<file path="config.mk">
export PLATFORM = sky130hd
export DESIGN_NAME = ea_gen
export DESIGN_NICKNAME = d
export VERILOG_FILES = /design/src/rtl/ea_pkg.sv /design/src/rtl/ea_ctrl.sv /design/src/rtl/ea_datapath.sv /design/src/rtl/ea_gen.sv
export SDC_FILE = /design/constraint.sdc
export NUM_CORES = 1
export LEC_CHECK = 0
export BUFFER_PORTS_ARGS = -buffer_cell sky130_fd_sc_hd__buf_4
export CORE_ASPECT_RATIO = 1.5
export CORE_MARGIN = 3
export CORE_UTILIZATION = 40
export DETAILED_ROUTE_END_ITERATION = 10
export HOLD_SLACK_MARGIN = 0.15
export PLACE_DENSITY = 0.68
export SLEW_MARGIN = 5
export SYNTH_ARGS = -nofsm -noshare
export SYNTH_HDL_FRONTEND = slang
export SYNTH_SLANG_ARGS = --single-unit
</file>
<file path="constraint.sdc">
create_clock -name clk -period 7.9 [get_ports clk]
set_input_delay 1.58 -clock clk [delete_from_list [all_inputs] [get_ports clk]]
set_output_delay 1.58 -clock clk [all_outputs]
set_load 0.1 [all_outputs]
</file>
<file path="src/rtl/ea_pkg.sv">
package ea_pkg;
  localparam int NUM_PTR = 4;
  localparam int NUM_SEG = 4;

  typedef enum logic [2:0] {
    MODE_IMM    = 3'd0,
    MODE_REG    = 3'd1,
    MODE_DIRECT = 3'd2,
    MODE_PTR    = 3'd3,
    MODE_PTRREL = 3'd4,
    MODE_BASEIX = 3'd5,
    MODE_BIXREL = 3'd6,
    MODE_UNUSED = 3'd7
  } modeT;

  // Pointer index order used by the datapath operand vector.
  localparam int PTR_BX = 0;
  localparam int PTR_BP = 1;
  localparam int PTR_SI = 2;
  localparam int PTR_DI = 3;

  typedef enum logic [1:0] {
    SEG_ES = 2'd0,
    SEG_CS = 2'd1,
    SEG_SS = 2'd2,
    SEG_DS = 2'd3
  } segT;

  // Strobes from control to datapath.
  typedef struct packed {
    logic               load;
    logic               noAddr;
    logic [NUM_PTR-1:0] ptrMask;
    logic               addDisp;
    logic               dispSext;
    segT                seg;
  } eaStrobesT;
endpackage

</file>
<file path="src/rtl/ea_ctrl.sv">
module ea_ctrl
  import ea_pkg::*;
(
  input  logic       clk,
  input  logic       rstN,
  input  logic       inValid,
  input  logic [2:0] mode,
  input  logic [1:0] ptrSel,
  input  logic       baseSel,
  input  logic       idxSel,
  input  logic       dispWide,
  input  logic       ovrEn,
  input  logic [1:0] ovrSeg,
  output eaStrobesT  strb,
  output logic       outValid
);

  function automatic segT ptrDefault(input logic [1:0] sel);
    case (sel)
      2'd1:    return SEG_SS;
      2'd3:    return SEG_ES;
      default: return SEG_DS;
    endcase
  endfunction

  logic [1:0] baseIdx;
  logic [1:0] indexIdx;
  segT        defSeg;

  assign baseIdx  = baseSel ? 2'(PTR_BP) : 2'(PTR_BX);
  assign indexIdx = idxSel  ? 2'(PTR_DI) : 2'(PTR_SI);

  always_comb begin
    strb          = '0;
    strb.load     = inValid;
    strb.dispSext = ~dispWide;
    defSeg        = SEG_DS;
    unique case (modeT'(mode))
      MODE_DIRECT: begin
        strb.addDisp  = 1'b1;
        strb.dispSext = 1'b0;
        defSeg        = SEG_DS;
      end
      MODE_PTR: begin
        strb.ptrMask[ptrSel] = 1'b1;
        defSeg               = ptrDefault(ptrSel);
      end
      MODE_PTRREL: begin
        strb.ptrMask[ptrSel] = 1'b1;
        strb.addDisp         = 1'b1;
        defSeg               = ptrDefault(ptrSel);
      end
      MODE_BASEIX, MODE_BIXREL: begin
        strb.ptrMask[baseIdx]  = 1'b1;
        strb.ptrMask[indexIdx] = 1'b1;
        strb.addDisp           = (modeT'(mode) == MODE_BIXREL);
        defSeg                 = baseSel ? SEG_SS : SEG_DS;
      end
      default: begin
        strb.noAddr = 1'b1;
        defSeg      = SEG_ES;
      end
    endcase
    if (strb.noAddr)   strb.seg = SEG_ES;
    else if (ovrEn)    strb.seg = segT'(ovrSeg);
    else               strb.seg = defSeg;
  end

  always_ff @(posedge clk) begin
    if (!rstN) outValid <= 1'b0;
    else       outValid <= inValid;
  end


  valid_follow_chk: assert property (@(posedge clk) disable iff (!rstN)
    inValid |=> outValid);

  valid_drop_chk: assert property (@(posedge clk) disable iff (!rstN)
    !inValid |=> !outValid);

endmodule

</file>
<file path="src/rtl/ea_datapath.sv">
module ea_datapath
  import ea_pkg::*;
#(
  parameter int OFS_W     = 16,
  parameter int SEG_SHIFT = 4,
  parameter int DISP_NARROW = 8,
  localparam int PHYS_W   = OFS_W + SEG_SHIFT
) (
  input  logic                          clk,
  input  logic                          rstN,
  input  eaStrobesT                     strb,
  input  logic [NUM_PTR-1:0][OFS_W-1:0] ptrRegs,
  input  logic [OFS_W-1:0]              disp,
  input  logic [NUM_SEG-1:0][OFS_W-1:0] segRegs,
  output logic                          outNoAddr,
  output logic [OFS_W-1:0]              outOffset,
  output logic [PHYS_W-1:0]             outPhys,
  output logic [1:0]                    outSeg
);

  logic [OFS_W-1:0]  dispExt;
  logic [OFS_W-1:0]  ptrTerm [NUM_PTR];
  logic [OFS_W-1:0]  offsetSum;
  logic [PHYS_W-1:0] segBase;
  logic [PHYS_W-1:0] physSum;

  assign dispExt = strb.dispSext
                 ? {{(OFS_W-DISP_NARROW){disp[DISP_NARROW-1]}}, disp[DISP_NARROW-1:0]}
                 : disp;

  for (genvar g = 0; g < NUM_PTR; g++) begin : g_term
    assign ptrTerm[g] = strb.ptrMask[g] ? ptrRegs[g] : '0;
  end

  always_comb begin
    offsetSum = strb.addDisp ? dispExt : '0;
    for (int i = 0; i < NUM_PTR; i++) offsetSum = offsetSum + ptrTerm[i];
  end

  assign segBase = {segRegs[strb.seg], {SEG_SHIFT{1'b0}}};
  assign physSum = segBase + PHYS_W'(offsetSum);

  always_ff @(posedge clk) begin
    if (!rstN) begin
      outNoAddr <= 1'b0;
      outOffset <= '0;
      outPhys   <= '0;
      outSeg    <= '0;
    end else if (strb.load) begin
      outNoAddr <= strb.noAddr;
      outOffset <= strb.noAddr ? '0 : offsetSum;
      outPhys   <= strb.noAddr ? '0 : physSum;
      outSeg    <= strb.noAddr ? 2'd0 : strb.seg;
    end
  end


  no_addr_zero_chk: assert property (@(posedge clk) disable iff (!rstN)
    outNoAddr |-> (outPhys == '0 && outOffset == '0 && outSeg == 2'd0));

endmodule

</file>
<file path="src/rtl/ea_gen.sv">
module ea_gen
  import ea_pkg::*;
#(
  parameter int OFS_W     = 16,
  parameter int SEG_SHIFT = 4,
  localparam int PHYS_W   = OFS_W + SEG_SHIFT
) (
  input  logic              clk,
  input  logic              rstN,
  input  logic              inValid,
  input  logic [2:0]        mode,
  input  logic [1:0]        ptrSel,
  input  logic              baseSel,
  input  logic              idxSel,
  input  logic [OFS_W-1:0]  regBx,
  input  logic [OFS_W-1:0]  regBp,
  input  logic [OFS_W-1:0]  regSi,
  input  logic [OFS_W-1:0]  regDi,
  input  logic [OFS_W-1:0]  disp,
  input  logic              dispWide,
  input  logic [OFS_W-1:0]  segEs,
  input  logic [OFS_W-1:0]  segCs,
  input  logic [OFS_W-1:0]  segSs,
  input  logic [OFS_W-1:0]  segDs,
  input  logic              ovrEn,
  input  logic [1:0]        ovrSeg,
  output logic              outValid,
  output logic              outNoAddr,
  output logic [OFS_W-1:0]  outOffset,
  output logic [PHYS_W-1:0] outPhys,
  output logic [1:0]        outSeg
);

  eaStrobesT                     strb;
  logic [NUM_PTR-1:0][OFS_W-1:0] ptrRegs;
  logic [NUM_SEG-1:0][OFS_W-1:0] segRegs;

  assign ptrRegs = {regDi, regSi, regBp, regBx};
  assign segRegs = {segDs, segSs, segCs, segEs};

  ea_ctrl i_ctrl (
    .clk(clk), .rstN(rstN), .inValid(inValid), .mode(mode),
    .ptrSel(ptrSel), .baseSel(baseSel), .idxSel(idxSel),
    .dispWide(dispWide), .ovrEn(ovrEn), .ovrSeg(ovrSeg),
    .strb(strb), .outValid(outValid)
  );

  ea_datapath #(.OFS_W(OFS_W), .SEG_SHIFT(SEG_SHIFT)) i_datapath (
    .clk(clk), .rstN(rstN), .strb(strb), .ptrRegs(ptrRegs), .disp(disp),
    .segRegs(segRegs), .outNoAddr(outNoAddr), .outOffset(outOffset),
    .outPhys(outPhys), .outSeg(outSeg)
  );


  override_seg_chk: assert property (@(posedge clk) disable iff (!rstN)
    (inValid && ovrEn && mode >= 3'd2 && mode <= 3'd6) |=> outSeg == $past(ovrSeg));

  hold_result_chk: assert property (@(posedge clk) disable iff (!rstN)
    !inValid |=> ($stable(outOffset) && $stable(outPhys) && $stable(outSeg)));

endmodule

</file>
==> run metrics <==
result of the run finished clean; length in cells of the worst reg-to-reg path 3; unrepaired setup endpoints after global routing no; kind of start point of the critical path primary input; sum of routed wire length over all layers 13.9 mm; worst slew slack as a fraction of its limit 0.454; CP endpoint i_datapath.outPhys[17]$_SDFFE_PN0P_; first-pass GRT wire length 22.4 mm; worst hold slack approximately 0.45 ns; ant diodes 0; Setup TNS 0 ns; total standard cell area after synthesis about 0.0048 mm^2; worst-case clock buffer depth 2; launch point of the worst hold path i_datapath.outPhys[19]$_SDFFE_PN0P_; clock latency on the worst-skew pair 0.28 ns; fraction of final layout cells with drive strength greater than 1 0.291; kind of end point of the critical path register; Slew Viols, Final 0; via count normalized by instance count 4.97; highest-count cells in the layout ignoring fill and taps sky130_fd_sc_hd__buf_4, sky130_fd_sc_hd__inv_1, sky130_fd_sc_hd__and2_1, sky130_fd_sc_hd__a21oi_1, sky130_fd_sc_hd__nor2b_1; synth-to-layout area growth 36.9%; worst-path fanout max 16; post-synthesis instance total 589; global-route usage over all layers 0.209; hold_buf cts 0; clock-pin transition on the worst setup and hold timing paths about 0.050 ns; Placed Cells incl. Taps between 900 and 1k; final routed wire length divided by cell count 15.0 um; CP startpoint mode[1]; estimated wirelength of the detail-placed design 12.1 mm; worst setup slack for register-to-register paths 7.16 ns; count of flip-flops with a built-in enable after synthesis 0; source of the worst register-to-register timing path i_datapath.outPhys[0]$_SDFFE_PN0P_; final setup margin 0.501 ns; Congestion Overflow GR 0; register bit count reported by yosys 36; final period demand of the worst path 7.40 ns; clock tree from TritonCTS built; Max VDD drop 0.105 mV; end of the worst register-to-register path i_datapath.outPhys[0]$_SDFFE_PN0P_; number of I/O port buffers 197; Worst Path Required 8.07 ns; leading cell type in the layout, fill and taps excluded sky130_fd_sc_hd__buf_4; critical path class primary input to register; Placement Rows 48; area share of the largest cell type after synthesis 0.187; I/O pin count 198; Post-synth top flop sky130_fd_sc_hd__dfxtp_1; worst-case clock skew 0 ns; Warnings, synthesis 0; dpl ws 0.0905 ns; TritonCTS Buffers 5; number of maximum-capacitance constraint violations 0; slew of the pin with the lowest slew margin 0.819 ns; Post-layout nets 1006; die outline width 95.7 um; number of library cell types mapped by synthesis 44; number of non-filler instances in the completed layout 926; part of the Yosys area used for sequential elements 0.149; min-delay worst type register to register; synth top area cells sky130_fd_sc_hd__fa_1, sky130_fd_sc_hd__dfxtp_1, sky130_fd_sc_hd__and2_1; routed length on met3 576 um; cell chosen for the clock root sky130_fd_sc_hd__clkbuf_16; DRC violation count after routing 0; final weighted congestion in routability-driven placement 0.867; worst endpoint data arrival time 7.57 ns; sink count of the clock tree 36; number of setup violations in the final report 0; final period utilization 0.937; syn nets 820; via count of the first global-routing pass 4840; Metal-1 WL 5.14 mm; Die H 141 um; maximum number of pins on one net before global-route repair 46; number of filler instances in the final layout 1088; starting density of the core 0.415; total power divided by cell area 203 mW/mm^2; DR top layer met4; CTS HTree Levels 2; first drt pass iteration count 4; met2 WL 7.77 mm; DR iter-0 viols ~170; Die Footprint 0.0135 mm^2; final hold violations 0; remaining number of nets flagged by the antenna check after routing 0; leakage power total 3.25 nW; initial antenna violation count 0; highest achievable clock rate 0.135 GHz; Synth area leader sky130_fd_sc_hd__fa_1; fraction of registers with async set/reset 0; total via count after detailed routing 4598; area of the core region 0.0117 mm^2; average size of a mapped cell 8.20 um^2
## critical path, stage by stage
cell and delay (ns):
sky130_fd_sc_hd__buf_4 0.15, sky130_fd_sc_hd__nor2b_1 0.15, sky130_fd_sc_hd__a21oi_1 0.27, sky130_fd_sc_hd__o32ai_2 0.11
sky130_fd_sc_hd__buf_4 0.19, sky130_fd_sc_hd__and2_1 0.18, sky130_fd_sc_hd__fa_1 0.54, sky130_fd_sc_hd__inv_1 0.06
sky130_fd_sc_hd__fa_1 0.50, sky130_fd_sc_hd__fa_1 0.54, sky130_fd_sc_hd__inv_1 0.04, sky130_fd_sc_hd__ha_1 0.21
sky130_fd_sc_hd__fa_1 0.43, sky130_fd_sc_hd__a211oi_1 0.36, sky130_fd_sc_hd__o21a_1 0.20, sky130_fd_sc_hd__nor2_1 0.05
sky130_fd_sc_hd__a21oi_1 0.17, sky130_fd_sc_hd__xnor2_1 0.17, sky130_fd_sc_hd__ha_1 0.30, sky130_fd_sc_hd__o21ai_0 0.23
sky130_fd_sc_hd__a21boi_0 0.18, sky130_fd_sc_hd__nand3_1 0.15, sky130_fd_sc_hd__nor2_1 0.07, sky130_fd_sc_hd__o21ai_1 0.27
sky130_fd_sc_hd__nor2_1 0.09, sky130_fd_sc_hd__xnor2_1 0.13, sky130_fd_sc_hd__a32o_1 0.25
## worst min-delay path by stage
stage	to	slack, ns	depth (start not counted)
finish	i_datapath.outPhys[19]$_SDFFE_PN0P_	0.45	2
global route	i_datapath.outPhys[19]$_SDFFE_PN0P_	0.48	2
CTS	i_datapath.outPhys[19]$_SDFFE_PN0P_	0.45	2
detailed placement	i_datapath.outPhys[19]$_SDFFE_PN0P_	0.44	2
global placement	i_datapath.outPhys[19]$_SDFFE_PN0P_	0.44	2
floorplan	i_datapath.outPhys[18]$_SDFFE_PN0P_	0.87	2
## Yosys cell counts, types with 2 or more instances
cell                        n
sky130_fd_sc_hd__inv_1     69
sky130_fd_sc_hd__and2_1    60
sky130_fd_sc_hd__a21oi_1   49
sky130_fd_sc_hd__nor2b_1   47
sky130_fd_sc_hd__fa_1      45
sky130_fd_sc_hd__nand2_1   40
sky130_fd_sc_hd__dfxtp_1   36
sky130_fd_sc_hd__ha_1      28
sky130_fd_sc_hd__o21ai_0   26
sky130_fd_sc_hd__xnor2_1   24
sky130_fd_sc_hd__mux2i_1   20
sky130_fd_sc_hd__a211oi_1  16
sky130_fd_sc_hd__clkbuf_1  16
sky130_fd_sc_hd__nor2_1    14
sky130_fd_sc_hd__a21o_1    11
sky130_fd_sc_hd__o22ai_1   10
sky130_fd_sc_hd__xor2_1     8
sky130_fd_sc_hd__nand2b_1   6
sky130_fd_sc_hd__nand3_1    6
sky130_fd_sc_hd__o21a_1     6
sky130_fd_sc_hd__a32o_1     5
sky130_fd_sc_hd__buf_4      5
sky130_fd_sc_hd__nor3_1     5
sky130_fd_sc_hd__buf_1      4
sky130_fd_sc_hd__buf_2      4
sky130_fd_sc_hd__o31ai_1    4
sky130_fd_sc_hd__o211ai_1   3
sky130_fd_sc_hd__o21bai_1   3
sky130_fd_sc_hd__a31oi_1    2
sky130_fd_sc_hd__o21ai_1    2
sky130_fd_sc_hd__o32ai_1    2
## cell type report
class	count	area, um^2	area share
Clock buffer	8	146	0.0221
Inverter	69	259	0.0392
Multi-Input combinational cell	455	3740	0.565
Sequential cell	36	721	0.109
Tap cell	150	188	0.0284
Timing Repair Buffer	208	1560	0.236
## report_power, final
part	total [mW]	internal [mW]	switching (mW)
sequential	0.230	0.213	0.0170
clock	0.196	0.126	0.0708
combinational	0.918	0.342	0.576
total	1.34	0.681	0.663
## metrics by stage
step                area, um^2  power [mW]  utilization
floorplan                 4830       0.928            -
global placement          6470        1.13        0.555
detailed placement        6470        1.15        0.555
CTS                       6610        1.35        0.568
global route              6610        1.44        0.568
finish                    6610        1.34        0.568
## cell families after synthesis
logic type	after synthesis	share of synthesized area
AOI/OAI and AO/OA	143	0.187
xor gates and xnor gates	32	0.0580
adders and majority gates	73	0.259
buffers and inverters	98	0.0811
DFF	36	0.149
muxes	23	0.0516
and+or+nand+nor	184	0.214
## registers in the layout, summed over array words and instances (netlist names)
register              flops
i_ctrl.outValid           1
i_datapath.outOffset     12
i_datapath.outNoAddr      1
i_datapath.outSeg         2
i_datapath.outPhys       20
## metal layers
layer | up-vias | global-route usage
met3 | 18 | 0.0208
met4 | 0 | 0.0735
li1 | 2324 | -
met1 | 2128 | 0.234
met5 | - | 0
met2 | 128 | 0.398
## timing repair
item | 4_1_cts | 5_1_grt
gates resized for setup | 0 | 1
setup buffers | 0 | 0
setup endpoints to repair | 0 | 2
(Power assumes the default switching activity.)
